File: config.mk
export PLATFORM = sky130hd
export DESIGN_NAME = cond_alu
export DESIGN_NICKNAME = d
export VERILOG_FILES = /design/src/rtl/cond_alu_pkg.sv /design/src/rtl/cond_alu_rst_sync.sv /design/src/rtl/cond_alu_cond.sv /design/src/rtl/cond_alu_arith.sv /design/src/rtl/cond_alu_logic.sv /design/src/rtl/cond_alu.sv
export SDC_FILE = /design/constraint.sdc
export NUM_CORES = 1
export LEC_CHECK = 0
export BUFFER_PORTS_ARGS = -buffer_cell sky130_fd_sc_hd__buf_4
export CAP_MARGIN = 40
export CELL_PAD_IN_SITES_DETAIL_PLACEMENT = 0
export CELL_PAD_IN_SITES_GLOBAL_PLACEMENT = 1
export CORE_MARGIN = 2
export CORE_UTILIZATION = 37
export DETAILED_ROUTE_END_ITERATION = 12
export GPL_ROUTABILITY_DRIVEN = 0
export HOLD_SLACK_MARGIN = 0.08
export PLACE_DENSITY = 0.76
export SYNTH_ARGS = -nofsm -noshare
export SYNTH_HDL_FRONTEND = slang
export SYNTH_SLANG_ARGS = --single-unit
export TNS_END_PERCENT = 20
File: constraint.sdc
create_clock -name clk -period 1.2 [get_ports clk]
set_input_delay 0.12 -clock clk [delete_from_list [all_inputs] [get_ports clk]]
set_output_delay 0.12 -clock clk [all_outputs]
set_load 0.03 [all_outputs]
File: src/rtl/cond_alu_pkg.sv
package cond_alu_pkg;

  localparam int OP_W   = 5;
  localparam int COND_W = 4;
  localparam int FLAG_W = 4;

  // flag vector bit positions
  localparam int FL_N = 3;
  localparam int FL_Z = 2;
  localparam int FL_C = 1;
  localparam int FL_V = 0;

  typedef enum logic [OP_W-1:0] {
    OP_AND = 5'd0,
    OP_EOR = 5'd1,
    OP_SUB = 5'd2,
    OP_RSB = 5'd3,
    OP_ADD = 5'd4,
    OP_ADC = 5'd5,
    OP_SBC = 5'd6,
    OP_RSC = 5'd7,
    OP_TST = 5'd8,
    OP_TEQ = 5'd9,
    OP_CMP = 5'd10,
    OP_CMN = 5'd11,
    OP_ORR = 5'd12,
    OP_MOV = 5'd13,
    OP_BIC = 5'd14,
    OP_MVN = 5'd15,
    OP_ORN = 5'd16
  } alu_op_e;

  typedef enum logic [COND_W-1:0] {
    CC_EQ = 4'd0,  CC_NE = 4'd1,  CC_CS = 4'd2,  CC_CC = 4'd3,
    CC_MI = 4'd4,  CC_PL = 4'd5,  CC_VS = 4'd6,  CC_VC = 4'd7,
    CC_HI = 4'd8,  CC_LS = 4'd9,  CC_GE = 4'd10, CC_LT = 4'd11,
    CC_GT = 4'd12, CC_LE = 4'd13, CC_AL = 4'd14, CC_NV = 4'd15
  } cond_e;

  typedef enum logic [1:0] {
    CLS_NONE  = 2'd0,
    CLS_ARITH = 2'd1,
    CLS_LOGIC = 2'd2
  } op_cls_e;

  typedef struct packed {
    op_cls_e cls;
    logic    test_only;
    logic    known;
  } op_dec_t;

  function automatic op_dec_t decode_op(input logic [OP_W-1:0] op);
    op_dec_t d;
    d.cls       = CLS_NONE;
    d.test_only = 1'b0;
    d.known     = 1'b1;
    case (op)
      OP_SUB, OP_RSB, OP_ADD, OP_ADC,
      OP_SBC, OP_RSC:                  d.cls = CLS_ARITH;
      OP_CMP, OP_CMN: begin
        d.cls       = CLS_ARITH;
        d.test_only = 1'b1;
      end
      OP_TST, OP_TEQ: begin
        d.cls       = CLS_LOGIC;
        d.test_only = 1'b1;
      end
      OP_AND, OP_EOR, OP_ORR, OP_MOV,
      OP_BIC, OP_MVN, OP_ORN:          d.cls = CLS_LOGIC;
      default:                         d.known = 1'b0;
    endcase
    return d;
  endfunction

endpackage

File: src/rtl/cond_alu_rst_sync.sv
module cond_alu_rst_sync #(
  parameter int STAGES = 2
) (
  input  logic clk,
  input  logic rst_n,
  output logic rst_n_sync
);

  logic [STAGES-1:0] chain_q;
  logic [STAGES-1:0] chain_d;

  generate
    if (STAGES == 1) begin : g_single
      always_comb chain_d = 1'b1;
    end else begin : g_multi
      always_comb chain_d = {chain_q[STAGES-2:0], 1'b1};
    end
  endgenerate

  always_ff @(posedge clk or negedge rst_n) begin
    if (!rst_n) chain_q <= '0;
    else        chain_q <= chain_d;
  end

  assign rst_n_sync = chain_q[STAGES-1];

endmodule

File: src/rtl/cond_alu_cond.sv
module cond_alu_cond
  import cond_alu_pkg::*;
(
  input  logic [COND_W-1:0] cond,
  input  logic [FLAG_W-1:0] nzcv,
  output logic              pass
);

  logic n, z, c, v;

  always_comb begin
    n = nzcv[FL_N];
    z = nzcv[FL_Z];
    c = nzcv[FL_C];
    v = nzcv[FL_V];
    case (cond_e'(cond))
      CC_EQ:   pass = z;
      CC_NE:   pass = !z;
      CC_CS:   pass = c;
      CC_CC:   pass = !c;
      CC_MI:   pass = n;
      CC_PL:   pass = !n;
      CC_VS:   pass = v;
      CC_VC:   pass = !v;
      CC_HI:   pass = c && !z;
      CC_LS:   pass = !c || z;
      CC_GE:   pass = (n == v);
      CC_LT:   pass = (n != v);
      CC_GT:   pass = !z && (n == v);
      CC_LE:   pass = z || (n != v);
      CC_AL:   pass = 1'b1;
      default: pass = 1'b0;
    endcase
  end

endmodule

File: src/rtl/cond_alu_arith.sv
module cond_alu_arith
  import cond_alu_pkg::*;
#(
  parameter int W = 32
) (
  input  logic [OP_W-1:0] op,
  input  logic [W-1:0]    a,
  input  logic [W-1:0]    b,
  input  logic            carry_flag,
  output logic [W-1:0]    sum,
  output logic            carry_out,
  output logic            overflow
);

  logic [W-1:0] x, y;
  logic         cin;
  logic [W:0]   wide;

  // every form reduces to x + y + cin
  always_comb begin
    x   = a;
    y   = b;
    cin = 1'b0;
    case (alu_op_e'(op))
      OP_ADD, OP_CMN: begin x = a; y = b;  cin = 1'b0;       end
      OP_ADC:         begin x = a; y = b;  cin = carry_flag; end
      OP_SUB, OP_CMP: begin x = a; y = ~b; cin = 1'b1;       end
      OP_SBC:         begin x = a; y = ~b; cin = carry_flag; end
      OP_RSB:         begin x = b; y = ~a; cin = 1'b1;       end
      OP_RSC:         begin x = b; y = ~a; cin = carry_flag; end
      default:        begin x = a; y = b;  cin = 1'b0;       end
    endcase
    wide      = {1'b0, x} + {1'b0, y} + {{W{1'b0}}, cin};
    sum       = wide[W-1:0];
    carry_out = wide[W];
    overflow  = (x[W-1] == y[W-1]) && (wide[W-1] != x[W-1]);
  end

endmodule

File: src/rtl/cond_alu_logic.sv
module cond_alu_logic
  import cond_alu_pkg::*;
#(
  parameter int W = 32
) (
  input  logic [OP_W-1:0] op,
  input  logic [W-1:0]    a,
  input  logic [W-1:0]    b,
  output logic [W-1:0]    value
);

  always_comb begin
    case (alu_op_e'(op))
      OP_AND, OP_TST: value = a & b;
      OP_EOR, OP_TEQ: value = a ^ b;
      OP_ORR:         value = a | b;
      OP_ORN:         value = a | ~b;
      OP_BIC:         value = a & ~b;
      OP_MOV:         value = b;
      OP_MVN:         value = ~b;
      default:        value = '0;
    endcase
  end

endmodule

File: src/rtl/cond_alu.sv
module cond_alu
  import cond_alu_pkg::*;
#(
  parameter int W          = 32,
  parameter int SYNC_STAGE = 2
) (
  input  logic              clk,
  input  logic              rst_n,
  input  logic [OP_W-1:0]   op_i,
  input  logic [COND_W-1:0] cond_i,
  input  logic              set_flags_i,
  input  logic [W-1:0]      op_a_i,
  input  logic [W-1:0]      op_b_i,
  input  logic [FLAG_W-1:0] flags_i,
  input  logic              shift_carry_i,
  output logic [W-1:0]      result_o,
  output logic              result_we_o,
  output logic [FLAG_W-1:0] flags_o,
  output logic              flags_we_o
);

  logic              rst_n_s;
  logic              cond_pass;
  op_dec_t           dec;
  logic [W-1:0]      arith_val, logic_val, value;
  logic              arith_c, arith_v;
  logic              res_we_d, flag_we_d;
  logic [FLAG_W-1:0] nzcv_new, flags_d;
  logic [W-1:0]      result_d;

  logic [W-1:0]      result_q;
  logic              res_we_q, flag_we_q;
  logic [FLAG_W-1:0] flags_q;

  cond_alu_rst_sync #(.STAGES(SYNC_STAGE)) u_rst (
    .clk        (clk),
    .rst_n      (rst_n),
    .rst_n_sync (rst_n_s)
  );

  cond_alu_cond u_cond (
    .cond (cond_i),
    .nzcv (flags_i),
    .pass (cond_pass)
  );

  cond_alu_arith #(.W(W)) u_arith (
    .op         (op_i),
    .a          (op_a_i),
    .b          (op_b_i),
    .carry_flag (flags_i[FL_C]),
    .sum        (arith_val),
    .carry_out  (arith_c),
    .overflow   (arith_v)
  );

  cond_alu_logic #(.W(W)) u_logic (
    .op    (op_i),
    .a     (op_a_i),
    .b     (op_b_i),
    .value (logic_val)
  );

  // next-state
  always_comb begin
    dec       = decode_op(op_i);
    value     = (dec.cls == CLS_ARITH) ? arith_val : logic_val;
    res_we_d  = cond_pass && dec.known && !dec.test_only;
    flag_we_d = cond_pass && dec.known && (dec.test_only || set_flags_i);

    nzcv_new       = flags_i;
    nzcv_new[FL_N] = value[W-1];
    nzcv_new[FL_Z] = (value == '0);
    if (dec.cls == CLS_ARITH) begin
      nzcv_new[FL_C] = arith_c;
      nzcv_new[FL_V] = arith_v;
    end else begin
      nzcv_new[FL_C] = shift_carry_i;
    end

    flags_d  = flag_we_d ? nzcv_new : flags_i;
    result_d = res_we_d ? value : result_q;
  end

  // registers
  always_ff @(posedge clk or negedge rst_n_s) begin
    if (!rst_n_s) begin
      result_q  <= '0;
      res_we_q  <= 1'b0;
      flags_q   <= '0;
      flag_we_q <= 1'b0;
    end else begin
      result_q  <= result_d;
      res_we_q  <= res_we_d;
      flags_q   <= flags_d;
      flag_we_q <= flag_we_d;
    end
  end

  assign result_o    = result_q;
  assign result_we_o = res_we_q;
  assign flags_o     = flags_q;
  assign flags_we_o  = flag_we_q;

  // failed condition blocks both writes
  a_r2_fail_no_write: assert property (@(posedge clk) disable iff (!rst_n_s)
    !cond_pass |=> (!result_we_o && !flags_we_o));

  // failed condition passes flags through and holds result
  a_r2_fail_passthru: assert property (@(posedge clk) disable iff (!rst_n_s)
    !cond_pass |=> (flags_o == $past(flags_i) && $stable(result_o)));

  // code 1111 never executes
  a_r1_never: assert property (@(posedge clk) disable iff (!rst_n_s)
    (cond_i == 4'hF) |=> (!result_we_o && !flags_we_o));

  // tests set flags only
  a_r4_test_flags_only: assert property (@(posedge clk) disable iff (!rst_n_s)
    (cond_pass && dec.known && dec.test_only) |=> (!result_we_o && flags_we_o));

  // N and Z agree with a written result
  a_r7_nz_match: assert property (@(posedge clk) disable iff (!rst_n_s)
    (result_we_o && flags_we_o) |->
      (flags_o[FL_N] == result_o[W-1] && flags_o[FL_Z] == (result_o == '0)));

  // bitwise forms keep V
  a_r9_logic_keeps_v: assert property (@(posedge clk) disable iff (!rst_n_s)
    (cond_pass && dec.cls == CLS_LOGIC) |=> (flags_o[FL_V] == $past(flags_i[FL_V])));

  // unknown opcodes write nothing
  a_r11_unknown_op: assert property (@(posedge clk) disable iff (!rst_n_s)
    (op_i > 5'd16) |=> (!result_we_o && !flags_we_o));

endmodule

==> flow_summary_export.csv, run 1 <==
group,metric,value,unit
global_route,overflow,0,
floorplanning,die_extent_in_y,135,um
logic_synthesis,count_of_flip_flops_with_a_built_in_enable_after_synthesis,0,
placed_design,detailedPlacementHpwl,22100,um
floorplanning,initial_core_util,37.9,%
pwr,lkg_pwr,4.79,nW
clocking,clock_latency,0.29,ns
min_path,hp-start,"shift_carry_i",
logic_synthesis,syn-instance-count,951,
sta,slew_violations,0,
global_route,groute.usage.overall,30.8,%
global_route,number_of_global_route_vias_before_repair,8493,
setup_path,r2r_end,"result_o[0]$_DFFE_PN0P_",
min_path,hold_depth,3,
logic_synthesis,postSynth.topFlopCell,"dfrtp_1",
setup_path,regToRegStartpoint,"result_o[0]$_DFFE_PN0P_",
sta,setup_violations,38,
sta,grt_setup_unrepaired,"yes",
floorplanning,core.rowCount,47,
status,violated_checks,"negative setup slack",
cells_and_area,n_antenna_cell,0,
logic_synthesis,synth_top_cell_by_area,"dfrtp_1",
sta,hold_viol,0,
sta,timing.fmax,0.286,GHz
clocking,cts.sink_count,40,
sta,whs,0.150,ns
sta,timing.max_slew.rel_slack,51.5,%
logic_synthesis,yosys_warnings,0,
setup_path,worstPathMaxFanout,5,
logic_synthesis,synthTopCellsByCount,"nand2_1, o21ai_0, nor2_1",
floorplanning,die_x,135,um
logic_synthesis,synth.avg_cell_area,6.64,um2
pwr,pwr-share-comb,66.6,%
pwr,swShare,42.8,%
logic_synthesis,post_synth_instance_area,0.00631,mm2
setup_path,start_kind,"input pin",
clocking,clk_root_buffer_cell,"clkbuf_16",
setup_path,critPathArrivalTime,3.71,ns
sta,period_minus_slack,3.50,ns
clocking,htreeDepth,2,
route,detail_route.wirelength.met1,11900,um
setup_path,startpoint_to_endpoint_class_of_the_critical_path,"input pin to register",
sta,timing.clock.skew,0.00562,ns
pwr,p_sw,4.43,mW
logic_synthesis,share_of_yosys_cell_area_claimed_by_the_top_area_cell_type,15.9,%
pwr,irDropWorstVdd,1.03,mV
logic_synthesis,asyncSetResetFlopFracSynth,100,%
route,detail_route.drc_violations,0,
min_path,hold_class,"input pin to register",
logic_synthesis,post_synth_main_area_contributors,"dfrtp_1, o21ai_0, nand2_1",
global_route,pin_count_of_the_biggest_net_entering_global_routing,39,
run,max-cap-violations,0,
route,drt_iter0_markers,720,
clocking,clock_path_buffers,2,
pwr,share_clk_of_total_power,15.0,%
route,mean_routed_wirelength_per_cell,18.4,um
sta,worst_setup_margin,-2.30,ns
clocking,path_clk_slew,0.06,ns
route,met3_length,2060,um
route,drtAntennaViolNets,0,
sta,timing.final.crit_share,291,%
route,route.detailed.vias_per_inst,5.72,
logic_synthesis,syn_nets,1065,
setup_path,cp.required,1.41,ns
route,num_vias,8843,
clocking,cts_tree,"done",
floorplanning,die_area,0.0181,mm2
cells_and_area,final_nets,1440,
status,status,"finished, violations left",
floorplanning,core_box_area,0.0166,mm2
route,wirelength,28400,um
floorplanning,num_io_pins,119,
global_route,grt_pass1_wl,44500,um
global_route,antenna_violations_before_repair,0,
setup_path,ff2ff_setup_slack,0.43,ns
sta,worst_slew_pin_slew,0.721,ns
min_path,worst_hold_path.endpoint,"flags_o[1]$_DFF_PN0_",
logic_synthesis,post-synth-top-count-cell,"nand2_1",
route,top_metal_used,"met4",
cells_and_area,drive_gt1_share,41.6,%
setup_path,worstSetupEndpointType,"register",
route,wl_met2,13400,um
clocking,number_of_buffers_created_by_cts,5,
pwr,power_density,993,mW/mm2
logic_synthesis,postSynthRegisterBits,40,
cells_and_area,area_growth,65.5,%
setup_path,reg2regPathDepth,1,
logic_synthesis,synth_sequential_area_ratio,15.9,%
pwr,sequential_power_share,18.4,%
logic_synthesis,synth.distinct_cells,77,
sta,totalNegativeSetupSlack,-62.81,ns
pwr,p_int,5.94,mW
placed_design,place.port_buffers,118,
route,first_pass_iters,6,
-- repair_timing --
item / 4_1_cts / 5_1_grt
pin swaps: 46 / 27
buffers inserted: 8 / 4
hold endpoints to repair: 2 / 0
cloned: 0 / 0
hold buffers: 1 / 0
gates resized for setup: 76 / 38
setup endpoints to repair: 38 / 38
-- power groups by stage --
| stage | sequential (mW) | clock [mW] | combinational, mW |
|---|---|---|---|
| after global placement | 1.93 | 0 | 6.21 |
| final | 1.91 | 1.56 | 6.91 |
| after detailed placement | 1.93 | 0 | 6.26 |
| after CTS | 1.91 | 1.56 | 6.61 |
| after global routing | 1.95 | 1.62 | 7.38 |
| after floorplan | 2.61 | 0 | 2.50 |
-- worst max path at each step --
stage | endpoint | cells past startpoint | start
after floorplan | flags_o[2]$_DFF_PN0_ | 21 | op_i[0]
after global placement | flags_o[2]$_DFF_PN0_ | 17 | op_i[3]
after detailed placement | flags_o[2]$_DFF_PN0_ | 17 | op_i[3]
after CTS | flags_o[2]$_DFF_PN0_ | 19 | op_i[0]
after global routing | flags_o[2]$_DFF_PN0_ | 19 | op_i[0]
final | result_o[30]$_DFFE_PN0P_ | 20 | op_i[0]
-- placed cells by master (no fill, tap or decap), drive strengths merged, types with 6 or more instances in the layout --
master  instances
a211o          10
nor2b          16
and3            9
a32oi          20
buf           435
o211ai          8
o31ai           7
o21ai         148
xnor2           7
ha             31
xor2            8
mux2i          12
mux2           20
o21a            8
a211oi          8
a21oi          75
inv            14
nand3          11
nand4          15
nor2           88
nand2         181
dfrtp          40
a31oi           9
nor3           15
nor4            6
a21o           16
nand2b          9
-- routing by layer --
| metal | up-vias | track usage (%) |
|---|---|---|
| li1 | 4255 | - |
| met1 | 4128 | 40.5 |
| met2 | 392 | 52.1 |
| met3 | 68 | 3.94 |
| met4 | 0 | 10.4 |
| met5 | - | 0 |
-- kinds of logic after synthesis --
logic type                 Yosys count  synth area share [%]
and+or+nand+nor                    375                  26.7
AOI/OAI and AO/OA                  373                  37.7
buffers and inverters               82                  5.39
DFF                                 40                  15.9
adders and majority gates           33                  6.78
muxes                               32                  5.47
xor gates and xnor gates            15                  2.08
other                                1                0.0594
-- sequential cells by signal (all words and copies together) (netlist names) --
| register | count |
|---|---|
| u_rst.chain_q | 2 |
| result_o | 32 |
| result_we_o | 1 |
| flags_o | 4 |
| flags_we_o | 1 |
-- stage by stage --
| stage | worst slack, ns | instance area, um2 | total power [mW] | std cells | utilization [%] |
|---|---|---|---|---|---|
| floorplan | -2.76 | 6450 | 5.11 | 951 | - |
| global placement | -2.72 | 9660 | 8.13 | 1524 | 58.1 |
| detailed placement | -2.84 | 9670 | 8.19 | 1526 | 58.1 |
| CTS | -2.26 | 10200 | 10.1 | 1543 | 61.5 |
| global route | -2.49 | 10500 | 11.0 | 1547 | 62.8 |
| finish | -2.30 | 10500 | 10.4 | 1547 | 62.8 |
-- worst max-delay path: stages --
cell and delay (ns):
buf_8 0.10, nand2b_4 0.14, nor3_4 0.19, or2_4 0.18, a21oi_2 0.06, nor2_2 0.11, fa_2 0.23, inv_2 0.04
fa_2 0.38, a21o_1 0.23, a221oi_4 0.27, buf_6 0.17, or2_4 0.14, a31oi_4 0.09, a211o_1 0.36, a311oi_4 0.27
xnor2_1 0.17, buf_4 0.16, o21a_1 0.17, a21oi_2 0.11
-- area by class of cell --
class / instances / area (um2)
Clock inverter: 3 / 46.3
Tap cell: 220 / 275
Multi-Input combinational cell: 829 / 5510
Clock buffer: 5 / 125
Sequential cell: 40 / 1000
Timing Repair Buffer: 436 / 3440
Inverter: 14 / 52.6
Fill cell: 1509 / 6190
No activity file was read; power rests on OpenSTA's default activity.
==> run 2, diff against run 1 <==
Settings changed: SKIP_LAST_GASP from default to 1.
==> flow_summary_export.csv, run 2 (same netlist as run 1, synthesis figures left out) <==
group,metric,value,unit
clocking,clk_root_buffer_cell,"clkbuf_16",
setup_path,timing.critical_path.from,"op_i[0]",
min_path,hp-start,"shift_carry_i",
sta,grt_setup_unrepaired,"yes",
sta,period_minus_slack,3.49,ns
pwr,p_sw,4.33,mW
sta,hold_viol,0,
cells_and_area,layout.core_utilization,61.9,%
sta,totalNegativeSetupSlack,-64.60,ns
sta,timing.fmax,0.287,GHz
min_path,hold_class,"input pin to register",
placed_design,place.port_buffers,118,
global_route,grt_pass1_wl,44300,um
placed_design,detailedPlacementHpwl,22100,um
sta,timing.max_slew.rel_slack,44.4,%
cells_and_area,layout.cells.most_common_list,"buf_4, nand2_1, o21ai_0, nor2_1, a21oi_1",
floorplanning,die_extent_in_y,135,um
global_route,number_of_global_route_vias_before_repair,8453,
clocking,number_of_buffers_created_by_cts,5,
global_route,pin_count_of_the_biggest_net_entering_global_routing,39,
pwr,swShare,42.5,%
status,violated_checks,"negative setup slack",
floorplanning,core.rowCount,47,
route,wirelength,28100,um
global_route,groute.usage.overall,30.7,%
clocking,cts.sink_count,40,
pwr,lkg_pwr,4.75,nW
cells_and_area,largest_register_ff_count,32,
sta,timing.clock.skew,0.00450,ns
status,status,"finished, violations left",
setup_path,startpoint_to_endpoint_class_of_the_critical_path,"input pin to register",
route,num_vias,8783,
pwr,irDropWorstVdd,1.03,mV
sta,worst_slew_pin_slew,0.829,ns
cells_and_area,area_growth,63.1,%
cells_and_area,multiInputGateArea,0.00534,mm2
pwr,p_int,5.87,mW
setup_path,worstSetupEndpointType,"register",
cells_and_area,leading_cell_type_in_the_layout_fill_and_taps_excluded,"buf_4",
route,route.detailed.vias_per_inst,5.66,
clocking,htreeDepth,2,
global_route,overflow,0,
setup_path,worstPathMaxFanout,5,
floorplanning,initial_core_util,37.9,%
setup_path,cp_slowest_stage_delay,0.38,ns
setup_path,slowest_stage,"fa_2",
global_route,antenna_violations_before_repair,0,
clocking,cts_tree,"done",
route,detail_route.drc_violations,0,
pwr,share_clk_of_total_power,15.3,%
cells_and_area,seq_area,0.00100,mm2
cells_and_area,final_nets,1444,
floorplanning,die_x,135,um
setup_path,start_kind,"input pin",
pwr,sequential_power_share,18.7,%
pwr,pwr-share-comb,66.0,%
clocking,clock_path_buffers,2,
sta,setup_violations,38,
cells_and_area,filler_cell_count,1532,
cells_and_area,n_antenna_cell,0,
run,max-cap-violations,0,
pwr,power_density,991,mW/mm2
floorplanning,die_area,0.0181,mm2
sta,timing.final.crit_share,291,%
floorplanning,num_io_pins,119,
route,first_pass_iters,6,
pwr,post-layout-total-power,10.2,mW
setup_path,regToRegStartpoint,"result_o[0]$_DFFE_PN0P_",
clocking,clock_latency,0.28,ns
route,drtAntennaViolNets,0,
floorplanning,core_box_area,0.0166,mm2
route,drt_iter0_markers,658,
setup_path,cp.required,1.40,ns
cells_and_area,drive_gt1_share,40.3,%
setup_path,timing.critical_path.cells,"buf_8, nand2b_4, nor3_4, or2_4, a21oi_2, nor2_2, fa_2, inv_2, fa_2, a21o_1, a221oi_4, buf_6, o221ai_4, buf_4, nand4_1, nand3_1, a31o_2, nor4_2, nand4_1, o31ai_1",
clocking,path_clk_slew,0.06,ns
setup_path,critPathArrivalTime,3.68,ns
sta,slew_violations,0,
sta,worst_setup_margin,-2.29,ns
route,mean_routed_wirelength_per_cell,18.1,um
-- run 2: final timing paths --
path                                                    to  slack, ns  cells after the start
worst max-delay path                  flags_o[2]$_DFF_PN0_      -2.29                     20
worst min-delay path                  flags_o[1]$_DFF_PN0_       0.16                      3
worst max register to register     result_o[0]$_DFFE_PN0P_       0.42                      1
worst min register to register    result_o[19]$_DFFE_PN0P_       0.23                      1
max in group asynchronous         result_o[12]$_DFFE_PN0P_       0.78                      1
min in group asynchronous       u_rst.chain_q[1]$_DFF_PN0_       0.17                      2
-- run 2: power groups by stage --
| stage | sequential [mW] | clock (mW) | combinational [mW] |
|---|---|---|---|
| after floorplan | 2.61 | 0 | 2.50 |
| after global placement | 1.93 | 0 | 6.21 |
| after detailed placement | 1.93 | 0 | 6.26 |
| after CTS | 1.91 | 1.56 | 6.48 |
| after global routing | 1.95 | 1.63 | 7.22 |
| final | 1.91 | 1.56 | 6.74 |
-- run 2: metrics by stage --
stage	cells	area (um2)	hold slack [ns]	setup WS, ns
final	1551	10300	0.157	-2.29
after global routing	1551	10300	0.155	-2.50
after CTS	1543	10100	0.162	-2.26
after detailed placement	1526	9670	-0.0901	-2.84
after global placement	1524	9660	-0.0912	-2.72
after floorplan	951	6450	-0.176	-2.76
-- run 2: worst max-delay path: cells and delay by family --
kind | cells | cell delay [ns]
simple gates | 8 | 1.25
compound gates | 6 | 1.19
fa+ha+maj | 2 | 0.61
buf+inv | 4 | 0.48
-- run 2: what timing repair did --
action,in CTS,in global routing
endpoints found under the setup margin,38,38
hold buffers,1,0
pin swaps,36,21
gates resized for setup,44,27
endpoints found under the hold margin,2,0
setup buffers,8,8
-- run 2: final cells by class --
cell class              count  area share [%]
well taps                 220            2.67
multi-input cells         829            51.8
repair buffers            440            33.6
clock buffers               5            1.21
clock inverters             3           0.449
flip-flops and latches     40            9.72
inverters                  14           0.510
-- run 2: metal layers --
metal,GRT usage (%),up-vias,wire [um]
met3,3.68,65,1850
met1,40.7,4097,12100
met5,0,-,0
met4,9.12,0,926
li1,-,4270,-
met2,52.2,351,13200
